## src/rtl/tfc_pkg.sv

```systemverilog
package tfc_pkg;

    // Registered transmit policy derived from configuration and fault flags
    typedef enum logic [1:0] {
        POL_PASS = 2'd0,
        POL_IDLE = 2'd1,
        POL_RF   = 2'd2,
        POL_UNI  = 2'd3
    } policy_e;

    // Content of one output column
    typedef enum logic [1:0] {
        MODE_DATA = 2'd0,
        MODE_IDLE = 2'd1,
        MODE_RF   = 2'd2
    } txmode_e;

    // Column position relative to packets
    typedef enum logic [1:0] {
        S_GAP  = 2'd0,
        S_POST = 2'd1,
        S_FWD  = 2'd2,
        S_DROP = 2'd3
    } pkt_state_e;

    localparam logic [7:0] IDLE_BYTE = 8'h07;
    localparam logic [7:0] SEQ_BYTE  = 8'h9C;
    localparam logic [7:0] RF_CODE   = 8'h02;
    localparam int         GRP_LANES = 4;

    // Byte of the remote fault ordered set for a given lane
    function automatic logic [7:0] rf_byte(input int lane);
        int pos;
        pos = lane % GRP_LANES;
        if (pos == 0)                  return SEQ_BYTE;
        else if (pos == GRP_LANES - 1) return RF_CODE;
        else                           return 8'h00;
    endfunction

    // Control bit of the remote fault ordered set for a given lane
    function automatic logic rf_ctl(input int lane);
        return (lane % GRP_LANES) == 0;
    endfunction

endpackage

```

## src/rtl/tfc_policy.sv

```systemverilog
module tfc_policy
    import tfc_pkg::*;
(
    input  logic          clk,
    input  logic          rst_n,
    input  logic [3:0]    cfg,
    input  logic          lf_stat,
    input  logic          rf_stat,
    output policy_e       pol_q,
    output logic [1:0]    link_q
);

    localparam int B_EN    = 0;
    localparam int B_UNI   = 1;
    localparam int B_COMPAT = 2;
    localparam int B_FORCE = 3;

    policy_e pol_d;

    always_comb begin
        pol_d = POL_PASS;
        if (!cfg[B_EN]) begin
            pol_d = POL_PASS;
        end else if (cfg[B_FORCE]) begin
            pol_d = POL_RF;
        end else if (cfg[B_UNI]) begin
            if (!cfg[B_COMPAT] && lf_stat) pol_d = POL_UNI;
            else                           pol_d = POL_PASS;
        end else begin
            // local fault wins over remote fault
            if (lf_stat)      pol_d = POL_RF;
            else if (rf_stat) pol_d = POL_IDLE;
            else              pol_d = POL_PASS;
        end
    end

    always_ff @(posedge clk) begin
        if (!rst_n) begin
            pol_q  <= POL_PASS;
            link_q <= 2'b00;
        end else begin
            pol_q  <= pol_d;
            link_q <= {rf_stat, lf_stat};
        end
    end

endmodule

```

## src/rtl/tfc_pkt_fsm.sv

```systemverilog
module tfc_pkt_fsm
    import tfc_pkg::*;
(
    input  logic     clk,
    input  logic     rst_n,
    input  policy_e  pol,
    input  logic     sop,
    input  logic     eop,
    output txmode_e  col_mode
);

    pkt_state_e state_q;
    pkt_state_e state_d;
    logic       fwd_ok;
    txmode_e    fill;

    assign fwd_ok = (pol == POL_PASS) || (pol == POL_UNI);
    assign fill   = (pol == POL_RF) ? MODE_RF : MODE_IDLE;

    // state register
    always_ff @(posedge clk) begin
        if (!rst_n) state_q <= S_GAP;
        else        state_q <= state_d;
    end

    // next state
    always_comb begin
        state_d = state_q;
        unique case (state_q)
            S_FWD:  state_d = eop ? S_POST : S_FWD;
            S_DROP: state_d = eop ? S_GAP : S_DROP;
            S_GAP, S_POST: begin
                if (sop) begin
                    if (fwd_ok) state_d = eop ? S_POST : S_FWD;
                    else        state_d = eop ? S_GAP : S_DROP;
                end else begin
                    state_d = S_GAP;
                end
            end
        endcase
    end

    // column content for the current MAC column
    always_comb begin
        col_mode = MODE_DATA;
        unique case (state_q)
            S_FWD:  col_mode = MODE_DATA;
            S_DROP: col_mode = fill;
            S_GAP, S_POST: begin
                if (sop) begin
                    col_mode = fwd_ok ? MODE_DATA : fill;
                end else begin
                    unique case (pol)
                        POL_PASS: col_mode = MODE_DATA;
                        POL_IDLE: col_mode = MODE_IDLE;
                        POL_RF:   col_mode = MODE_RF;
                        POL_UNI:  col_mode = (state_q == S_POST) ? MODE_IDLE : MODE_RF;
                    endcase
                end
            end
        endcase
    end

endmodule

```

## src/rtl/tfc_col_mux.sv

```systemverilog
module tfc_col_mux
    import tfc_pkg::*;
#(
    parameter int LANES = 8
)(
    input  logic               clk,
    input  logic               rst_n,
    input  txmode_e            col_mode,
    input  logic [8*LANES-1:0] mac_txd,
    input  logic [LANES-1:0]   mac_txc,
    output logic [8*LANES-1:0] pcs_txd,
    output logic [LANES-1:0]   pcs_txc,
    output logic [1:0]         mode_q
);

    localparam int DW = 8 * LANES;

    logic [DW-1:0]    idle_d;
    logic [LANES-1:0] idle_c;
    logic [DW-1:0]    rf_d;
    logic [LANES-1:0] rf_c;
    logic [DW-1:0]    nxt_d;
    logic [LANES-1:0] nxt_c;

    for (genvar ln = 0; ln < LANES; ln++) begin : g_lane
        assign idle_d[8*ln +: 8] = IDLE_BYTE;
        assign idle_c[ln]        = 1'b1;
        assign rf_d[8*ln +: 8]   = rf_byte(ln);
        assign rf_c[ln]          = rf_ctl(ln);
    end

    always_comb begin
        nxt_d = mac_txd;
        nxt_c = mac_txc;
        unique case (col_mode)
            MODE_DATA: begin nxt_d = mac_txd; nxt_c = mac_txc; end
            MODE_IDLE: begin nxt_d = idle_d;  nxt_c = idle_c;  end
            MODE_RF:   begin nxt_d = rf_d;    nxt_c = rf_c;    end
            default:   begin nxt_d = idle_d;  nxt_c = idle_c;  end
        endcase
    end

    always_ff @(posedge clk) begin
        if (!rst_n) begin
            pcs_txd <= idle_d;
            pcs_txc <= idle_c;
            mode_q  <= MODE_IDLE;
        end else begin
            pcs_txd <= nxt_d;
            pcs_txc <= nxt_c;
            mode_q  <= col_mode;
        end
    end

endmodule

```

## src/rtl/tx_fault_ctrl.sv

```systemverilog
module tx_fault_ctrl
    import tfc_pkg::*;
#(
    parameter int LANES = 8
)(
    input  logic               clk,
    input  logic               rst_n,
    input  logic [3:0]         cfg,
    input  logic               lf_stat,
    input  logic               rf_stat,
    input  logic [8*LANES-1:0] mac_txd,
    input  logic [LANES-1:0]   mac_txc,
    input  logic               mac_sop,
    input  logic               mac_eop,
    output logic [8*LANES-1:0] pcs_txd,
    output logic [LANES-1:0]   pcs_txc,
    output logic [1:0]         tx_mode,
    output logic [1:0]         link_status
);

    policy_e pol_q;
    txmode_e col_mode;

    tfc_policy u_policy (
        .clk     (clk),
        .rst_n   (rst_n),
        .cfg     (cfg),
        .lf_stat (lf_stat),
        .rf_stat (rf_stat),
        .pol_q   (pol_q),
        .link_q  (link_status)
    );

    tfc_pkt_fsm u_fsm (
        .clk      (clk),
        .rst_n    (rst_n),
        .pol      (pol_q),
        .sop      (mac_sop),
        .eop      (mac_eop),
        .col_mode (col_mode)
    );

    tfc_col_mux #(.LANES(LANES)) u_mux (
        .clk      (clk),
        .rst_n    (rst_n),
        .col_mode (col_mode),
        .mac_txd  (mac_txd),
        .mac_txc  (mac_txc),
        .pcs_txd  (pcs_txd),
        .pcs_txc  (pcs_txc),
        .mode_q   (tx_mode)
    );

endmodule

```

## config.mk

```make
export PLATFORM = sky130hd
export DESIGN_NAME = tx_fault_ctrl
export DESIGN_NICKNAME = d
export VERILOG_FILES = /design/src/rtl/tfc_pkg.sv /design/src/rtl/tfc_policy.sv /design/src/rtl/tfc_pkt_fsm.sv /design/src/rtl/tfc_col_mux.sv /design/src/rtl/tx_fault_ctrl.sv
export SDC_FILE = /design/constraint.sdc
export NUM_CORES = 1
export LEC_CHECK = 0
export ABC_AREA = 1
export BUFFER_PORTS_ARGS = -buffer_cell sky130_fd_sc_hd__buf_2
export CAP_MARGIN = 0
export CORE_UTILIZATION = 38
export CTS_CLUSTER_SIZE = 40
export DETAILED_ROUTE_END_ITERATION = 8
export PLACE_DENSITY = 0.71
export REMOVE_ABC_BUFFERS = 1
export SETUP_SLACK_MARGIN = 0.1
export SYNTH_ARGS = -nofsm -noshare
export SYNTH_HDL_FRONTEND = slang
export SYNTH_SLANG_ARGS = --single-unit
```

## constraint.sdc

```tcl
create_clock -name clk -period 4.22 [get_ports clk]
set_input_delay 0.633 -clock clk [delete_from_list [all_inputs] [get_ports clk]]
set_output_delay 0.633 -clock clk [all_outputs]
set_load 0.005 [all_outputs]
```

# Word-level counts from Yosys, hierarchy flattened
# Index checks and enable logic that the tools add are counted.
dict set report op_classes {
  muxes 18
  eq_ne 7
  n_reduce_logical 9
  bitwise_logic 2
}
# cell count
set op_table {}
lappend op_table {{64-bit one-hot mux with 2 select lines} 1}
lappend op_table {{2-bit 2-to-1 mux} 12}
lappend op_table {{8-bit one-hot mux with 2 select lines} 1}
lappend op_table {{2-bit one-hot mux with 3 select lines} 2}
lappend op_table {{2-bit == test (second input constant)} 5}
lappend op_table {{2-bit one-hot mux with 4 select lines} 1}
lappend op_table {{2-bit logical NOT} 3}
lappend op_table {{2-bit by 1-bit == test with 1-bit output (second input constant)} 2}
lappend op_table {{3-bit OR reduction} 1}
lappend op_table {{1-bit inverter} 2}
lappend op_table {{2-bit AND reduction} 1}
lappend op_table {{2-bit OR reduction} 1}
lappend op_table {{1-bit logical AND} 1}
lappend op_table {{1-bit logical NOT} 1}
lappend op_table {{1-bit logical OR} 1}
lappend op_table {{1-bit 2-to-1 mux} 1}
dict set report word_totals {
  register_bits 80
  output_inout_bits 76
  word_cells 43
  in_bits 82
}

# Logic depth before layout (Yosys ltp)
# Gate-level depths: netlist of run 1.
dict set report depth {
  ltp_word 7
  mapped_depth 9
  ltp_nobuf 8
}

# Cells and area by module
# From an unflattened synthesis of run 1, not the netlist that was laid out.
dict set report unflattened {
  hier_cells 307
  hier_area_um2 2539.9
}
# module area_each_um2 cells_per_inst seq_area_each_um2 instances
set by_module_without_submodules {}
lappend by_module_without_submodules {tfc_col_mux 2138.3 239 1481.4 1}
lappend by_module_without_submodules {tfc_pkt_fsm 247.7 45 40.0 1}
lappend by_module_without_submodules {tfc_policy 153.9 23 80.1 1}

# Least setup slack after synthesis of run 1
# Ideal clock, no wire load.
dict set report synth_path {
  kind {input -> register}
  start {input port mac_sop}
  end {register u_mux.pcs_txc[1]}
  cell_stages 8
  n_path_buf 2
  arrival_time_ns 1.338
  setup_time_ns 0.116
  path_slack_ns 2.766
  required_ns 4.104
  cell_sequence {nor2_1 -> nand2_1 -> inv_2 -> nand2_2 -> buf_4 -> buf_6 -> nand3_1 -> nand2_1}
}
dict set report synth_via {
  elab_chain_cells 4
  elab_cells_between_ends 5
  cone_classes {eq/ne: 1; mux: 3; reduce/logical: 1}
}
# item line
set synth_rtl {}
lappend synth_rtl {{from (decl)} tx_fault_ctrl.sv:13} ;# input logic mac_sop,
lappend synth_rtl {{2-bit 2-to-1 mux *} tfc_pkt_fsm.sv:50} ;# if (sop) begin
lappend synth_rtl {{2-bit one-hot mux with 3 select lines *} tfc_pkt_fsm.sv:46} ;# unique case (state_q)
lappend synth_rtl {{2-bit == test or 2-bit logical NOT (tied branches)} tfc_col_mux.sv:35} ;# unique case (col_mode)
lappend synth_rtl {{8-bit one-hot mux with 2 select lines *} tfc_col_mux.sv:35}
lappend synth_rtl {{to (signal assigned)} tfc_col_mux.sv:46} ;# pcs_txc <= idle_c;
lappend synth_rtl {{to (signal assigned)} tfc_col_mux.sv:50} ;# pcs_txc <= nxt_c;
lappend synth_rtl {{to (decl)} tfc_col_mux.sv:12} ;# output logic [LANES-1:0] pcs_txc,
# Every way passes the cells marked *; elsewhere a longest branch is shown, timed or not.
# A chain may end at the register's enable or synchronous reset.

# Worst setup path in the final report of run 1
dict set report layout_path {
  start {register u_policy.pol_q[1]}
  end {register u_mux.pcs_txd[26]}
}
dict set report layout_via {
  elab_chain_cells 7
  elab_cells_between_ends 13
  cone_classes {eq/ne: 4; mux: 6; reduce/logical: 3}
}
# item line
set layout_rtl {}
lappend layout_rtl {{from (decl)} tfc_policy.sv:9} ;# output policy_e pol_q,
lappend layout_rtl {{from (signal assigned)} tfc_policy.sv:42} ;# pol_q <= pol_d;
lappend layout_rtl {{2-bit == test, or another cell as far along} {tfc_pkt_fsm.sv:18, tfc_pkt_fsm.sv:53}}
lappend layout_rtl {{2-bit 2-to-1 mux or 1-bit logical OR (tied branches)} {tfc_pkt_fsm.sv:18, tfc_pkt_fsm.sv:17}}
lappend layout_rtl {{2-bit 2-to-1 mux} tfc_pkt_fsm.sv:51} ;# col_mode = fwd_ok ? MODE_DATA : fill;
lappend layout_rtl {{2-bit 2-to-1 mux} tfc_pkt_fsm.sv:50}
lappend layout_rtl {{2-bit one-hot mux with 3 select lines *} tfc_pkt_fsm.sv:46}
lappend layout_rtl {{2-bit == test or 2-bit logical NOT (tied branches)} tfc_col_mux.sv:35}
lappend layout_rtl {{64-bit one-hot mux with 2 select lines *} tfc_col_mux.sv:35}
lappend layout_rtl {{to (signal assigned)} tfc_col_mux.sv:45} ;# pcs_txd <= idle_d;
lappend layout_rtl {{to (signal assigned)} tfc_col_mux.sv:49} ;# pcs_txd <= nxt_d;
lappend layout_rtl {{to (decl)} tfc_col_mux.sv:11} ;# output logic [8*LANES-1:0] pcs_txd,
# Marks and branches as above.

==> results of run 1 <==
[logic make-up after synthesis]
group / share of synthesized area
buffers and inverters: 0.09150
DFF: 0.5915
and+or+nand+nor: 0.2800
adders and majority gates: 0.01849
AOI/OAI and AO/OA: 0.01849
[worst max-delay path: stages (launching register included)]
cell and delay, ns:
dfxtp_1 0.43, ha_1 0.21, nor2_1 0.06, nor2_2 0.11
nand2_1 0.08, nor2_2 0.82, buf_4 0.33, nand2_1 0.07
[sequential cells by signal, indices dropped and copies added, names as in the netlist]
| register | count |
|---|---|
| u_fsm.state_q | 2 |
| u_mux.mode_q | 2 |
| u_mux.pcs_txc | 8 |
| u_mux.pcs_txd | 64 |
| u_policy.link_q | 2 |
| u_policy.pol_q | 2 |
[worst paths after layout]
kind / from / to / slack [ns] / depth (start not counted)
max reg2reg: u_policy.pol_q[1] / u_mux.pcs_txd[26] / 1.99 / 7
min reg2reg: u_fsm.state_q[1] / u_fsm.state_q[1] / 0.68 / 2
max: u_policy.pol_q[1] / u_mux.pcs_txd[26] / 1.99 / 7
min: mac_txd[2] / u_mux.pcs_txd[2] / 0.47 / 3
[cell type report]
type	instances	area, sq um
sequential	80	1602
tap	96	120.1
clock inverter	3	47.55
multi-input combinational	186	860.8
fill	675	3157
inverter	23	86.33
clock buffer	12	165.2
timing repair buffer	158	793.3
[metrics by stage]
stage	std cells	total power, mW	utilization	setup WS (ns)
finish	558	1.628	0.5379	1.988
global route	558	1.706	0.5379	1.754
CTS	558	1.646	0.5379	1.983
detailed placement	543	1.052	0.5068	1.825
global placement	543	1.048	0.5068	1.872
floorplan	289	0.9377	-	1.939
[power by group]
group	total, mW	internal, mW	switching [mW]
Combinational	0.206	0.0983	0.107
Clock	0.595	0.323	0.272
Sequential	0.827	0.812	0.0149
Total	1.63	1.23	0.394
[metal layers]
layer	global-route usage	vias to the layer above	routed length, microns
li1	-	1271	-
met1	0.2004	1113	2724
met2	0.2965	108	3131
met3	0.05143	10	537
met4	0.06970	0	84
met5	0	-	0
[placed cells by master, fill, tap and decap left out]
cell type	netlist	layout
buf_2	9	157
dfxtp_1	80	80
nand3_1	70	70
nand2_1	51	51
nor2_1	48	47
inv_1	19	19
clkbuf_8	0	12
inv_2	4	4
ha_1	4	4
nand2_2	2	2
nor2_2	1	2
a21oi_1	2	2
o21ai_0	2	2
inv_6	0	2
nand3_2	1	1
o21bai_1	1	1
o22ai_1	1	1
nor3b_1	1	1
o21a_1	1	1
a21oi_2	1	1
bufinv_16	0	1
buf_4	5	1
==> out/qor.yml, run 1 <==
viasPerCell: 4.484
fin_crit_sh: 0.5289
fmax_mhz: 448.1
netlist_instances: 310
grt_max_degree: 69
die_area_sq_um: 7467
async_reset_ff_frac: 0
yosys_warnings: 0
cp.required_ns: 4.45
path_max_fanout: 26
dpl.hpwl_microns: 4487
rsz0062_at_grt: "false"
port_buffers: 157
synthMostInstantiatedCell: "dfxtp_1"
initial_core_util: 0.3963
via_count: 2502
drt-total-wl_microns: 6477
status: "finished clean"
slew_viol_final: 0
synthDistinctLibCells: 20
hold_ws_ns: 0.4676
finalSetupViolations: 0
p_per_area_nw_per_um2: 442.9
syn_avg_cell_area_sq_um: 8.734
fin_crit_ns: 2.232
num-nets-final: 544
crit_arrival_ns: 2.46
postCtsSetupBuffers: 0
grt_usage: 0.1723
p_leak_nw: 2.018
hp-class: "primary input to flip-flop"
die_w_microns: 86.41
overflow: 0
clkTransAtPathRegs_ns: 0.09
grt_pass1_vias: 2204
relSlewSlack: 0.2003
clk_latency_ns: 0.34
synthTopCellsByCount: "dfxtp_1 (80), nand3_1 (70), nand2_1 (51)"
synth-main-ff-cell: "dfxtp_1"
worstSetupPathType: "flip-flop to flip-flop"
critPathLaunchType: "flip-flop"
synth_area_sq_um: 2708
cts_sinks: 80
synth_area_leader_cell: "dfxtp_1"
first_pass_iters: 4
ys_seq_elements: 80
antenna_found_initial: 0
syn_to_final_growth_pct: 35.72
final.setup.tns_ns: 0
drive_gt1_frac: 0.3961
cts_resized: 0
pin_count: 158
grt_first_pass_wirelength_microns: 9956
placed_area_sq_um: 3462
clock_skew_ns: 0.01093
wl_per_cell_microns: 11.61
cts-htree-levels: 3
hold_viol: 0
yosys.area.top_type_share: 0.5915
die_h_microns: 86.41
cts_buffers: 9
rows: 30
clockRootBuffer: "clkbuf_8"
drc: 0
maxCapViolCount: 0
ant_nets: 0
gp_congestion: 0.7969
cts_tree: "done"
yosysSeqAreaShare: 0.5915
worst_pin_slew_ns: 1.195
drt_iter0_markers: 88
ctsLongestPathBuffers: 2
ctsHoldBuffers: 0
synth_area_leaders: "dfxtp_1 (59%), nand3_1 (13%), nand2_1 (7.1%), nor2_1 (6.7%), buf_6 (2.9%)"
synth-edff-count: 0
fin_area_sq_um: 3675
vdd_drop_max_mv: 0.2243
core_sq_um: 6832
critPathCaptureType: "flip-flop"
antennaDiodeCount: 0
Power figures use the tool's default switching activity.
==> run 2: changes to the inputs <==
==> constraint.sdc (replaced) <==
create_clock -name clk -period 2.1 [get_ports clk]
set_input_delay 0.315 -clock clk [delete_from_list [all_inputs] [get_ports clk]]
set_output_delay 0.315 -clock clk [all_outputs]
set_load 0.005 [all_outputs]
==> run 2 against run 1 <==
Clock skew decreased by 0.0021 ns. Clock power increased by 95%. Final area increased by 1.9%. Core utilization increased by 1.0 points. Non-clock buffer count increased by 6. Sequential power increased by 100%. Critical path type unchanged. Largest cell class unchanged. Highest routed layer unchanged.
==> out/qor.yml, run 2 (synthesis results as in run 1) <==
status: "finished clean"
clk_latency_ns: 0.34
clkTransAtPathRegs_ns: 0.09
die_area_sq_um: 7467
fillers: 674
finalSetupViolations: 0
relSlewSlack: 0.5638
hold_depth: 3
first_pass_iters: 4
grt_usage: 0.1788
crit_path_max_incr_delay_ns: 0.50
gp_congestion: 0.7770
p_per_area_nw_per_um2: 867.3
reg2reg_from: "u_policy.pol_q[1]"
antennaDiodeCount: 0
grt_max_degree: 36
ant_nets: 0
critical_path.cell_chain: "ha_1 > nand3_1 > nand2_1 > nand2_1 > nand3_2 > nor2_1"
cts-htree-levels: 3
fin_crit_sh: 0.8190
clockRootBuffer: "clkbuf_8"
min_to: "u_mux.pcs_txc[4]"
syn_to_final_growth_pct: 38.26
drive_gt1_frac: 0.4051
hold_viol: 0
largest-register: "u_mux.pcs_txd"
core_sq_um: 6832
clock_skew_ns: 0.008808
dp_slack_ns: 0.3814
maxCapViolCount: 0
final_common_cell: "buf_2"
dpl.hpwl_microns: 4874
antenna_found_initial: 0
fin_crit_ns: 1.720
grt_pass1_vias: 2298
path_buf_inv: 0
overflow: 0
via_count: 2497
fin_ws_ns: 0.3800
final_cell_mix: "buf_2 (157), dfxtp_1 (80), nand3_1 (70)"
cp.required_ns: 2.36
reg2reg_to: "u_mux.pcs_txd[53]"
crit_path_frequent_cell: "nand2_1"
cts_resized: 0
initial_core_util: 0.3963
critPathLaunchType: "flip-flop"
crit_path_top_delay_cell: "nand3_2"
multi_input_area_sq_um: 860.8
grt_first_pass_wirelength_microns: 10310
largest_reg_flops: 64
num-nets-final: 550
critPathCaptureType: "flip-flop"
rows: 30
regArea_sq_um: 1602
rsz0062_at_grt: "false"
pin_count: 158
cts_tree: "done"
die_w_microns: 86.41
reg2reg_depth: 6
worstSetupPathType: "flip-flop to flip-flop"
cp_top_family: "simple AND/OR/NAND/NOR gates"
die_h_microns: 86.41
postCtsSetupBuffers: 0
hp-class: "primary input to flip-flop"
reg_top3: "u_mux.pcs_txd x64, u_mux.pcs_txc x8"
viasPerCell: 4.419
ctsHoldBuffers: 0
power.total_mw: 3.247
fmax_mhz: 581.4
drt_iter0_markers: 102
path_max_fanout: 35
p_leak_nw: 2.055
drc: 0
wl_per_cell_microns: 11.53
port_buffers: 157
min_from: "mac_txc[4]"
cts_buffers: 9
drt-total-wl_microns: 6514
postLayoutCoreUtil: 0.5480
crit_arrival_ns: 1.98
worst_pin_slew_ns: 0.6535
cts_sinks: 80
ctsLongestPathBuffers: 2
slew_viol_final: 0
r2r_slack_ns: 0.38
vdd_drop_max_mv: 0.3496
[run 2: per-stage QoR]
stage	setup TNS [ns]	area, sq um	hold slack [ns]	std cells
5_1_grt	0	3744	0.1334	565
2_1_floorplan	-4.304	2546	0.4066	289
4_1_cts	0	3744	0.1278	565
6_report	0	3744	0.1445	565
3_3_place_gp	0	3532	0.4902	549
3_5_place_dp	0	3532	0.4972	549
[run 2: per-layer routing]
metal	up-vias	share of wire	global-route usage	wire length, microns
met3	10	0.096	0.05810	626
met1	1092	0.39	0.1974	2551
met5	-	0	0	0
li1	1287	-	-	-
met4	0	0.016	0.07273	102
met2	108	0.50	0.3167	3233
[run 2: worst max path at each step]
stage,from,end,slack (ns),depth (start not counted)
final,u_policy.pol_q[1],u_mux.pcs_txd[53],0.38,6
after global routing,u_policy.pol_q[1],u_mux.pcs_txd[12],0.17,6
after CTS,u_policy.pol_q[1],u_mux.pcs_txd[19],0.36,6
after detailed placement,u_policy.pol_q[1],u_mux.pcs_txd[19],0.38,6
after global placement,u_policy.pol_q[1],u_mux.mode_q[0],0.46,4
after floorplan,u_policy.pol_q[1],u_mux.pcs_txc[0],-0.12,6
[run 2: power breakdown]
group	switching, mW	internal [mW]	total [mW]
sequential	0.0287	1.63	1.66
clock	0.565	0.596	1.16
combinational	0.219	0.206	0.426
[run 2: cell type report]
type                       instances  area share
multi-input combinational        186      0.2299
sequential                        80      0.4278
clock inverter                     6     0.01972
tap                               96     0.03209
inverter                          23     0.02306
clock buffer                      10     0.03676
timing repair buffer             164      0.2306
[run 2: worst register-to-register path, stage by stage, from the launching register on]
cell	delay [ns]
dfxtp_1	0.37
ha_1	0.21
nand3_1	0.12
nand2_1	0.07
nand2_1	0.08
nand3_2	0.50
nor2_1	0.30
